## config.mk

```make
export PLATFORM = sky130hd
export DESIGN_NAME = ipc_chain
export DESIGN_NICKNAME = d
export VERILOG_FILES = /design/src/rtl/ipc_pkg.sv /design/src/rtl/ipc_tapline.sv /design/src/rtl/ipc_alu.sv /design/src/rtl/ipc_seq.sv /design/src/rtl/ipc_hold.sv /design/src/rtl/ipc_chain.sv
export SDC_FILE = /design/constraint.sdc
export NUM_CORES = 2
export LEC_CHECK = 0
export ABC_AREA = 1
export BUFFER_PORTS_ARGS = -buffer_cell sky130_fd_sc_hd__buf_2
export CAP_MARGIN = 20
export CELL_PAD_IN_SITES_DETAIL_PLACEMENT = 1
export CELL_PAD_IN_SITES_GLOBAL_PLACEMENT = 1
export CORE_ASPECT_RATIO = 0.7
export CORE_MARGIN = 1
export CORE_UTILIZATION = 35
export DETAILED_ROUTE_END_ITERATION = 12
export GPL_ROUTABILITY_DRIVEN = 1
export PLACE_DENSITY = 0.58
export RECOVER_POWER = 50
export SLEW_MARGIN = 20
export SYNTH_ARGS = -nofsm -noshare
export SYNTH_HDL_FRONTEND = slang
export SYNTH_SLANG_ARGS = --single-unit
```

## constraint.sdc

```tcl
create_clock -name clk -period 63.8 [get_ports clk]
set_input_delay 6.38 -clock clk [delete_from_list [all_inputs] [get_ports clk]]
set_output_delay 6.38 -clock clk [all_outputs]
set_load 0.02 [all_outputs]
```

## src/rtl/ipc_pkg.sv

```systemverilog
package ipc_pkg;

  localparam int NCH          = 2;
  localparam int NSTG         = 3;
  localparam int NTAP         = 4;
  localparam int STEPS_PER_CH = 7;   // 1 + 2 + 4 midpoint computations
  localparam int NOUT         = 8;   // values per channel per input
  localparam int REP          = 8;   // hold repetitions per value
  localparam int COEF_W       = 8;
  localparam int FRAC         = 4;

  typedef enum logic [1:0] {
    PH_SHIFT = 2'd0,
    PH_MAC0  = 2'd1,
    PH_MAC1  = 2'd2
  } phase_t;

  typedef enum logic [1:0] {
    SQ_IDLE = 2'd0,
    SQ_RUN  = 2'd1,
    SQ_LOAD = 2'd2
  } seq_t;

  // Coefficient ROM: tap 0 weights the inner pair, tap 1 the outer pair.
  function automatic logic signed [COEF_W-1:0] coef_rom(input logic [1:0] stage,
                                                         input logic tap);
    logic signed [COEF_W-1:0] c;
    case (stage)
      2'd0, 2'd1, 2'd2: c = tap ? -8'sd1 : 8'sd9;
      default:          c = '0;
    endcase
    return c;
  endfunction

endpackage

```

## src/rtl/ipc_tapline.sv

```systemverilog
module ipc_tapline
  import ipc_pkg::*;
#(
  parameter int W = 23
) (
  input  logic                      clk,
  input  logic                      rst_n,
  input  logic                      shift,
  input  logic [W-1:0]              din,
  output logic [NTAP-1:0][W-1:0]    taps
);

  logic [NTAP-1:0][W-1:0] taps_d;

  always_comb begin
    taps_d = taps;
    if (shift) taps_d = {taps[NTAP-2:0], din};
  end

  always_ff @(posedge clk or negedge rst_n) begin
    if (!rst_n) taps <= '0;
    else        taps <= taps_d;
  end

endmodule

```

## src/rtl/ipc_alu.sv

```systemverilog
module ipc_alu
  import ipc_pkg::*;
#(
  parameter int W = 23
) (
  input  logic                     clk,
  input  logic                     rst_n,
  input  logic                     acc_en,
  input  logic signed [W-1:0]      opa,
  input  logic signed [W-1:0]      opb,
  input  logic signed [COEF_W-1:0] coef,
  output logic        [W-1:0]      res
);

  localparam int AW = W + COEF_W + 3;
  localparam logic signed [AW-1:0] HALF = AW'(1) << (FRAC - 1);
  localparam logic signed [AW-1:0] MAXV = {{(AW-W+1){1'b0}}, {(W-1){1'b1}}};
  localparam logic signed [AW-1:0] MINV = {{(AW-W+1){1'b1}}, {(W-1){1'b0}}};

  logic signed [W:0]    pair;
  logic signed [AW-1:0] prod;
  logic signed [AW-1:0] acc, acc_d;
  logic signed [AW-1:0] total;
  logic signed [AW-1:0] scaled;

  always_comb begin
    pair   = {opa[W-1], opa} + {opb[W-1], opb};
    prod   = $signed({{(AW-COEF_W){coef[COEF_W-1]}}, coef})
           * $signed({{(AW-W-1){pair[W]}}, pair});
    acc_d  = acc_en ? prod : acc;
    total  = acc + prod + HALF;
    scaled = total >>> FRAC;
    if (scaled > MAXV)      res = MAXV[W-1:0];
    else if (scaled < MINV) res = MINV[W-1:0];
    else                    res = scaled[W-1:0];
  end

  always_ff @(posedge clk or negedge rst_n) begin
    if (!rst_n) acc <= '0;
    else        acc <= acc_d;
  end

endmodule

```

## src/rtl/ipc_seq.sv

```systemverilog
module ipc_seq
  import ipc_pkg::*;
(
  input  logic       clk,
  input  logic       rst_n,
  input  logic       in_valid,
  output logic       accept,
  output logic       busy,
  output logic       run,
  output phase_t     ph,
  output logic       ch,
  output logic [1:0] stg,
  output logic [1:0] idx,
  output logic       load
);

  localparam int NSTEP = NCH * STEPS_PER_CH;
  localparam int SW    = $clog2(NSTEP);

  seq_t          state, state_d;
  logic [SW-1:0] step, step_d;
  phase_t        ph_d;
  logic [SW-1:0] lstep;

  assign accept = in_valid && (state == SQ_IDLE);
  assign busy   = (state != SQ_IDLE);
  assign run    = (state == SQ_RUN);
  assign load   = (state == SQ_LOAD);

  always_comb begin
    ch    = (step >= SW'(STEPS_PER_CH));
    lstep = ch ? step - SW'(STEPS_PER_CH) : step;
    if (lstep == '0) begin
      stg = 2'd0;
      idx = 2'd0;
    end else if (lstep <= SW'(2)) begin
      stg = 2'd1;
      idx = 2'(lstep - SW'(1));
    end else begin
      stg = 2'd2;
      idx = 2'(lstep - SW'(3));
    end
  end

  always_comb begin
    state_d = state;
    step_d  = step;
    ph_d    = ph;
    case (state)
      SQ_IDLE: begin
        if (in_valid) begin
          state_d = SQ_RUN;
          step_d  = '0;
          ph_d    = PH_SHIFT;
        end
      end
      SQ_RUN: begin
        case (ph)
          PH_SHIFT: ph_d = PH_MAC0;
          PH_MAC0:  ph_d = PH_MAC1;
          default: begin
            ph_d = PH_SHIFT;
            if (step == SW'(NSTEP - 1)) state_d = SQ_LOAD;
            else                        step_d  = step + SW'(1);
          end
        endcase
      end
      default: state_d = SQ_IDLE;
    endcase
  end

  always_ff @(posedge clk or negedge rst_n) begin
    if (!rst_n) begin
      state <= SQ_IDLE;
      step  <= '0;
      ph    <= PH_SHIFT;
    end else begin
      state <= state_d;
      step  <= step_d;
      ph    <= ph_d;
    end
  end

endmodule

```

## src/rtl/ipc_hold.sv

```systemverilog
module ipc_hold
  import ipc_pkg::*;
#(
  parameter int W   = 23,
  parameter int CPO = 4
) (
  input  logic                  clk,
  input  logic                  rst_n,
  input  logic                  load,
  input  logic [NOUT-1:0][W-1:0] frm_l,
  input  logic [NOUT-1:0][W-1:0] frm_r,
  output logic                  out_valid,
  output logic [W-1:0]          out_l,
  output logic [W-1:0]          out_r
);

  localparam int NSLOT = NOUT * REP;
  localparam int SLW   = $clog2(NSLOT);
  localparam int DW    = (CPO > 1) ? $clog2(CPO) : 1;
  localparam int RSH   = $clog2(REP);

  logic [NOUT-1:0][W-1:0] hl, hr, hl_d, hr_d;
  logic                   act, act_d;
  logic [DW-1:0]          div, div_d;
  logic [SLW-1:0]         slot, slot_d;
  logic [SLW-RSH-1:0]     vsel;

  assign vsel      = slot[SLW-1:RSH];
  assign out_valid = act && (div == '0);
  assign out_l     = hl[vsel];
  assign out_r     = hr[vsel];

  always_comb begin
    hl_d   = hl;
    hr_d   = hr;
    act_d  = act;
    div_d  = div;
    slot_d = slot;
    if (load) begin
      hl_d   = frm_l;
      hr_d   = frm_r;
      act_d  = 1'b1;
      div_d  = '0;
      slot_d = '0;
    end else if (act) begin
      if (div == DW'(CPO - 1)) begin
        div_d = '0;
        if (slot != SLW'(NSLOT - 1)) slot_d = slot + SLW'(1);
      end else begin
        div_d = div + DW'(1);
      end
    end
  end

  always_ff @(posedge clk or negedge rst_n) begin
    if (!rst_n) begin
      hl   <= '0;
      hr   <= '0;
      act  <= 1'b0;
      div  <= '0;
      slot <= '0;
    end else begin
      hl   <= hl_d;
      hr   <= hr_d;
      act  <= act_d;
      div  <= div_d;
      slot <= slot_d;
    end
  end

endmodule

```

## src/rtl/ipc_chain.sv

```systemverilog
module ipc_chain
  import ipc_pkg::*;
#(
  parameter int IN_W  = 20,
  parameter int OUT_W = 23,
  parameter int CPO   = 4
) (
  input  logic             clk,
  input  logic             rst_n,
  input  logic             in_valid,
  input  logic [IN_W-1:0]  in_left,
  input  logic [IN_W-1:0]  in_right,
  output logic             out_valid,
  output logic [OUT_W-1:0] out_left,
  output logic [OUT_W-1:0] out_right
);

  localparam int SH  = OUT_W - IN_W;
  localparam int LAT = 3 * NCH * STEPS_PER_CH + 1;

  // reset: asserts at once, leaves on the second clock
  logic rst_q1, rst_sync_n;
  always_ff @(posedge clk or negedge rst_n) begin
    if (!rst_n) begin
      rst_q1     <= 1'b0;
      rst_sync_n <= 1'b0;
    end else begin
      rst_q1     <= 1'b1;
      rst_sync_n <= rst_q1;
    end
  end

  logic       accept, busy, run, load, ch;
  phase_t     ph;
  logic [1:0] stg, idx;

  ipc_seq u_seq (
    .clk(clk), .rst_n(rst_sync_n), .in_valid(in_valid),
    .accept(accept), .busy(busy), .run(run), .ph(ph),
    .ch(ch), .stg(stg), .idx(idx), .load(load)
  );

  // captured sample pair
  logic [NCH-1:0][IN_W-1:0] smp, smp_d;
  always_comb begin
    smp_d = smp;
    if (accept) smp_d = {in_right, in_left};
  end
  always_ff @(posedge clk or negedge rst_sync_n) begin
    if (!rst_sync_n) smp <= '0;
    else             smp <= smp_d;
  end

  // per-stage result buffers
  logic [NCH-1:0][1:0][OUT_W-1:0]      buf1;
  logic [NCH-1:0][3:0][OUT_W-1:0]      buf2;
  logic [NCH-1:0][NOUT-1:0][OUT_W-1:0] buf3;

  // delay lines, one per stage and channel
  logic [NTAP-1:0][OUT_W-1:0] taps_w [NSTG][NCH];

  for (genvar s = 0; s < NSTG; s++) begin : g_stg
    for (genvar c = 0; c < NCH; c++) begin : g_ch
      logic [OUT_W-1:0] din;
      logic             sh_en;
      if (s == 0) begin : g_src0
        assign din = {smp[c], {SH{1'b0}}};
      end else if (s == 1) begin : g_src1
        assign din = buf1[c][idx[0]];
      end else begin : g_src2
        assign din = buf2[c][idx];
      end
      assign sh_en = run && (ph == PH_SHIFT) && (stg == 2'(s)) && (ch == 1'(c));
      ipc_tapline #(.W(OUT_W)) u_tl (
        .clk(clk), .rst_n(rst_sync_n), .shift(sh_en), .din(din), .taps(taps_w[s][c])
      );
    end
  end

  // operand selection for the shared ALU
  logic [NTAP-1:0][OUT_W-1:0] sel;
  always_comb begin
    sel = '0;
    for (int s = 0; s < NSTG; s++)
      for (int c = 0; c < NCH; c++)
        if (stg == 2'(s) && ch == 1'(c)) sel = taps_w[s][c];
  end

  logic                     inner;
  logic [OUT_W-1:0]         opa, opb, alu_res;
  logic signed [COEF_W-1:0] coef;

  assign inner = (ph == PH_MAC0);
  assign opa   = inner ? sel[1] : sel[0];
  assign opb   = inner ? sel[2] : sel[3];
  assign coef  = coef_rom(stg, !inner);

  ipc_alu #(.W(OUT_W)) u_alu (
    .clk(clk), .rst_n(rst_sync_n), .acc_en(run && inner),
    .opa(opa), .opb(opb), .coef(coef), .res(alu_res)
  );

  // write-back: centre tap to the even slot, midpoint to the odd slot
  logic wr;
  assign wr = run && (ph == PH_MAC1);

  always_ff @(posedge clk or negedge rst_sync_n) begin
    if (!rst_sync_n) begin
      buf1 <= '0;
      buf2 <= '0;
      buf3 <= '0;
    end else if (wr) begin
      for (int c = 0; c < NCH; c++) begin
        if (ch == 1'(c)) begin
          if (stg == 2'd0) begin
            buf1[c][0] <= sel[2];
            buf1[c][1] <= alu_res;
          end
          if (stg == 2'd1) begin
            buf2[c][{idx[0], 1'b0}] <= sel[2];
            buf2[c][{idx[0], 1'b1}] <= alu_res;
          end
          if (stg == 2'd2) begin
            buf3[c][{idx, 1'b0}] <= sel[2];
            buf3[c][{idx, 1'b1}] <= alu_res;
          end
        end
      end
    end
  end

  ipc_hold #(.W(OUT_W), .CPO(CPO)) u_hold (
    .clk(clk), .rst_n(rst_sync_n), .load(load),
    .frm_l(buf3[0]), .frm_r(buf3[1]),
    .out_valid(out_valid), .out_l(out_left), .out_r(out_right)
  );

endmodule

```

==> metrics.cfg <==
[status]
status = finished, violations left
failed_checks = max-capacitance violations, max-slew violations

[grt]
grt_util_all_layers = 0.258
grt_pass1_vias = 68700
antenna_found_initial = 25
overflow = 0
grt_pass1_wl_um = 455000
grt_max_degree = 160

[detailed_routing]
dr.pass1.iters = 5
vias = 66200
drc = 0
drt_iter0_drc = 5154
routed_wl_um = 298000
ant_nets = 0
avgRoutedWirePerCell_um = 23.3
routed_via_density = 5.16

[logic_synthesis]
synthFlopType = dfrtp_1
synth_top_area_share = 0.506
ys_seq_elements = 1631
ys_types = 61
synth-edff-count = 0
syn_nets = 10100
ys_async_sr_fraction = 1.00
synthCells = 9780
synthesis.area_um2 = 80700
netlist_top_cells_area = dfrtp_1 (51%), nand2_1 (14%), o21ai_0 (6.1%)
seq_area_frac_synth = 0.506
synth.largest_area_cell = dfrtp_1
syn_avg_cell_area_um2 = 8.25
ys_warn_count = 0

[final_layout]
utilization = 0.391
stdcell_count = 12800
fin_nets = 9947
drive_above_1_share = 0.0769
design_area_um2 = 89500
synthToLayoutAreaGrowth_pct = 11.0

[clocking]
root_buffer = clkbuf_16
cts_hold_buffers = 0
clk_pin_slew_ns = 0.07
cts_tree = yes
cts_resized = 0
numCtsBuffers = 185
cts_setup_buffers = 0
clkLatencyLatePin_ns = 0.87
cts.sinks = 1631
h-tree-depth = 4
cts.path.max_buffers = 4

[flow_run]
drv_cap = 53

[worst_setup_path]
cp_slowest_stage_delay_ns = 1.76
slowest_stage = clkbuf_1
crit_path_end_kind = flip-flop
crit_top_cell = nand2_1
worstPathRequired_ns = 64.50
cp.arrival_ns = 19.62
critPathKind = flip-flop to flip-flop
rrSetupSlack_ns = 44.87
cp-start-kind = flip-flop
path_max_fanout = 141

[timing]
slew_headroom = -4.98
post-route-period-util = 0.297
worst_slew_pin_slew_ns = 8.97
fin_skew_ns = 0.0899
timing.fmax_ghz = 0.0528
fin_tns_setup_ns = 0
setup_viol = 0
finalCriticalPeriod_ns = 18.93
finalHoldViolations = 0
drv_slew = 2936
rsz0062_at_grt = false

[place]
dp_cells = 12500
gp_congestion = 0.861
port_buffers = 89
place_area_um2 = 83800
dpl.hpwl_um = 195000

[floorplanning]
dieArea_um2 = 232000
boundaryPins = 90
die_h_um = 404
fp-row-count = 147
die_w_um = 576
start_util = 0.352
core_um2 = 229000

[hold_path]
hold_class = flip-flop to flip-flop

cells by family after synthesis:
family / after synthesis / synth area share
AND/OR/NAND/NOR: 4155 / 0.206
buffers and inverters: 1770 / 0.0875
AO/OA/AOI/OAI: 1766 / 0.123
flip-flops: 1631 / 0.506
adder cells (fa/ha/maj): 278 / 0.0548
multiplexers: 112 / 0.0156
XOR/XNOR: 67 / 0.00728
other: 1 / 0.0000465
Yosys cell counts, drive strengths merged, types with 6 or more instances:
| library cell | instances |
|---|---|
| o211ai | 11 |
| a31oi | 56 |
| a221oi | 12 |
| or2 | 81 |
| nor2 | 640 |
| xor2 | 52 |
| inv | 1190 |
| o21ai | 1119 |
| dfrtp | 1631 |
| o2111ai | 22 |
| a211oi | 8 |
| nand3b | 8 |
| a21o | 6 |
| a21boi | 6 |
| buf | 248 |
| and2 | 6 |
| fa | 126 |
| nand3 | 364 |
| o21bai | 12 |
| a22oi | 38 |
| ha | 152 |
| a2bb2oi | 8 |
| clkbuf | 325 |
| nand2 | 2984 |
| a22o | 8 |
| o31ai | 48 |
| xnor2 | 15 |
| o22ai | 114 |
| o221ai | 38 |
| a21oi | 252 |
| clkinv | 7 |
| nand4 | 49 |
| nor3 | 15 |
| mux2 | 112 |
registers in the layout, indices dropped and copies added (netlist names), 2 cells and up:
register,flops
buf3,368
g_stg.g_ch.din,40
u_hold.hr,184
u_seq.ph,2
g_stg.g_ch.u_tl.taps,528
buf1,92
u_hold.div,2
u_seq.step,4
u_hold.hl,184
u_hold.slot,6
u_alu.acc,32
u_seq.state,2
buf2,184
area by class of cell:
| cell class | instances | area (um2) |
|---|---|---|
| diodes | 5 | 12.5 |
| clock buffers | 268 | 5380 |
| clock inverters | 56 | 651 |
| fillers | 27200 | 140000 |
| inverters | 1197 | 4520 |
| multi-input cells | 6379 | 32800 |
| flip-flops and latches | 1631 | 40800 |
| well taps | 3054 | 3820 |
| repair buffers | 232 | 1470 |
final timing paths:
path                                            from                     to  depth (start not counted)
hold / removal                      rst_q1$_DFF_PN0_   rst_sync_n$_DFF_PN0_                          0
hold reg to reg                     rst_q1$_DFF_PN0_   rst_sync_n$_DFF_PN0_                          0
max in group asynchronous       rst_sync_n$_DFF_PN0_   buf1[41]$_DFFE_PN0P_                          3
setup / recovery           u_seq.step[0]$_DFFE_PN0P_  buf3[357]$_DFFE_PN0P_                         60
min in group asynchronous       rst_sync_n$_DFF_PN0_   buf3[89]$_DFFE_PN0P_                          0
setup reg to reg           u_seq.step[0]$_DFFE_PN0P_  buf3[357]$_DFFE_PN0P_                         60
worst max-delay path: cells and delay by family, from the launching register on:
kind                       cells  cell delay, ns
and+or+nand+nor               28            5.18
buffers and inverters         11            4.25
AOI/OAI and AO/OA              9            4.01
adders and majority gates      9            3.49
xor gates and xnor gates       3            1.20
DFF                            1            0.44
cells in the final DEF, fill, tap and decap left out, drive strengths merged, types with 81 or more instances in the layout:
| cell | netlist | final |
|---|---|---|
| a21oi | 252 | 252 |
| buf | 248 | 192 |
| clkbuf | 325 | 308 |
| dfrtp | 1631 | 1631 |
| fa | 126 | 126 |
| ha | 152 | 152 |
| inv | 1190 | 1190 |
| mux2 | 112 | 112 |
| nand2 | 2984 | 2984 |
| nand3 | 364 | 364 |
| nor2 | 640 | 640 |
| o21ai | 1119 | 1119 |
| o22ai | 114 | 114 |
| or2 | 81 | 81 |
metal layers:
layer | share of wire | global-route usage | routed length [um] | vias up
met2 | 0.42 | 0.379 | 125000 | 1216
met4 | 0.017 | 0.0448 | 4990 | 0
met3 | 0.055 | 0.0459 | 16400 | 301
met5 | 0 | 0 | 0 | -
met1 | 0.51 | 0.397 | 152000 | 34000
li1 | - | - | - | 30600
metrics by stage:
stage                     worst slack (ns)  hold slack (ns)
final                                44.87            0.348
after global routing                 43.57            0.367
after CTS                            48.28            0.351
after detailed placement             48.35            0.338
after global placement               48.48            0.334
after floorplan                      14.97            0.331
Power is left out: the tool's default activity adds up to more than one toggle a clock period on the data nets, which glitch-free logic cannot reach.
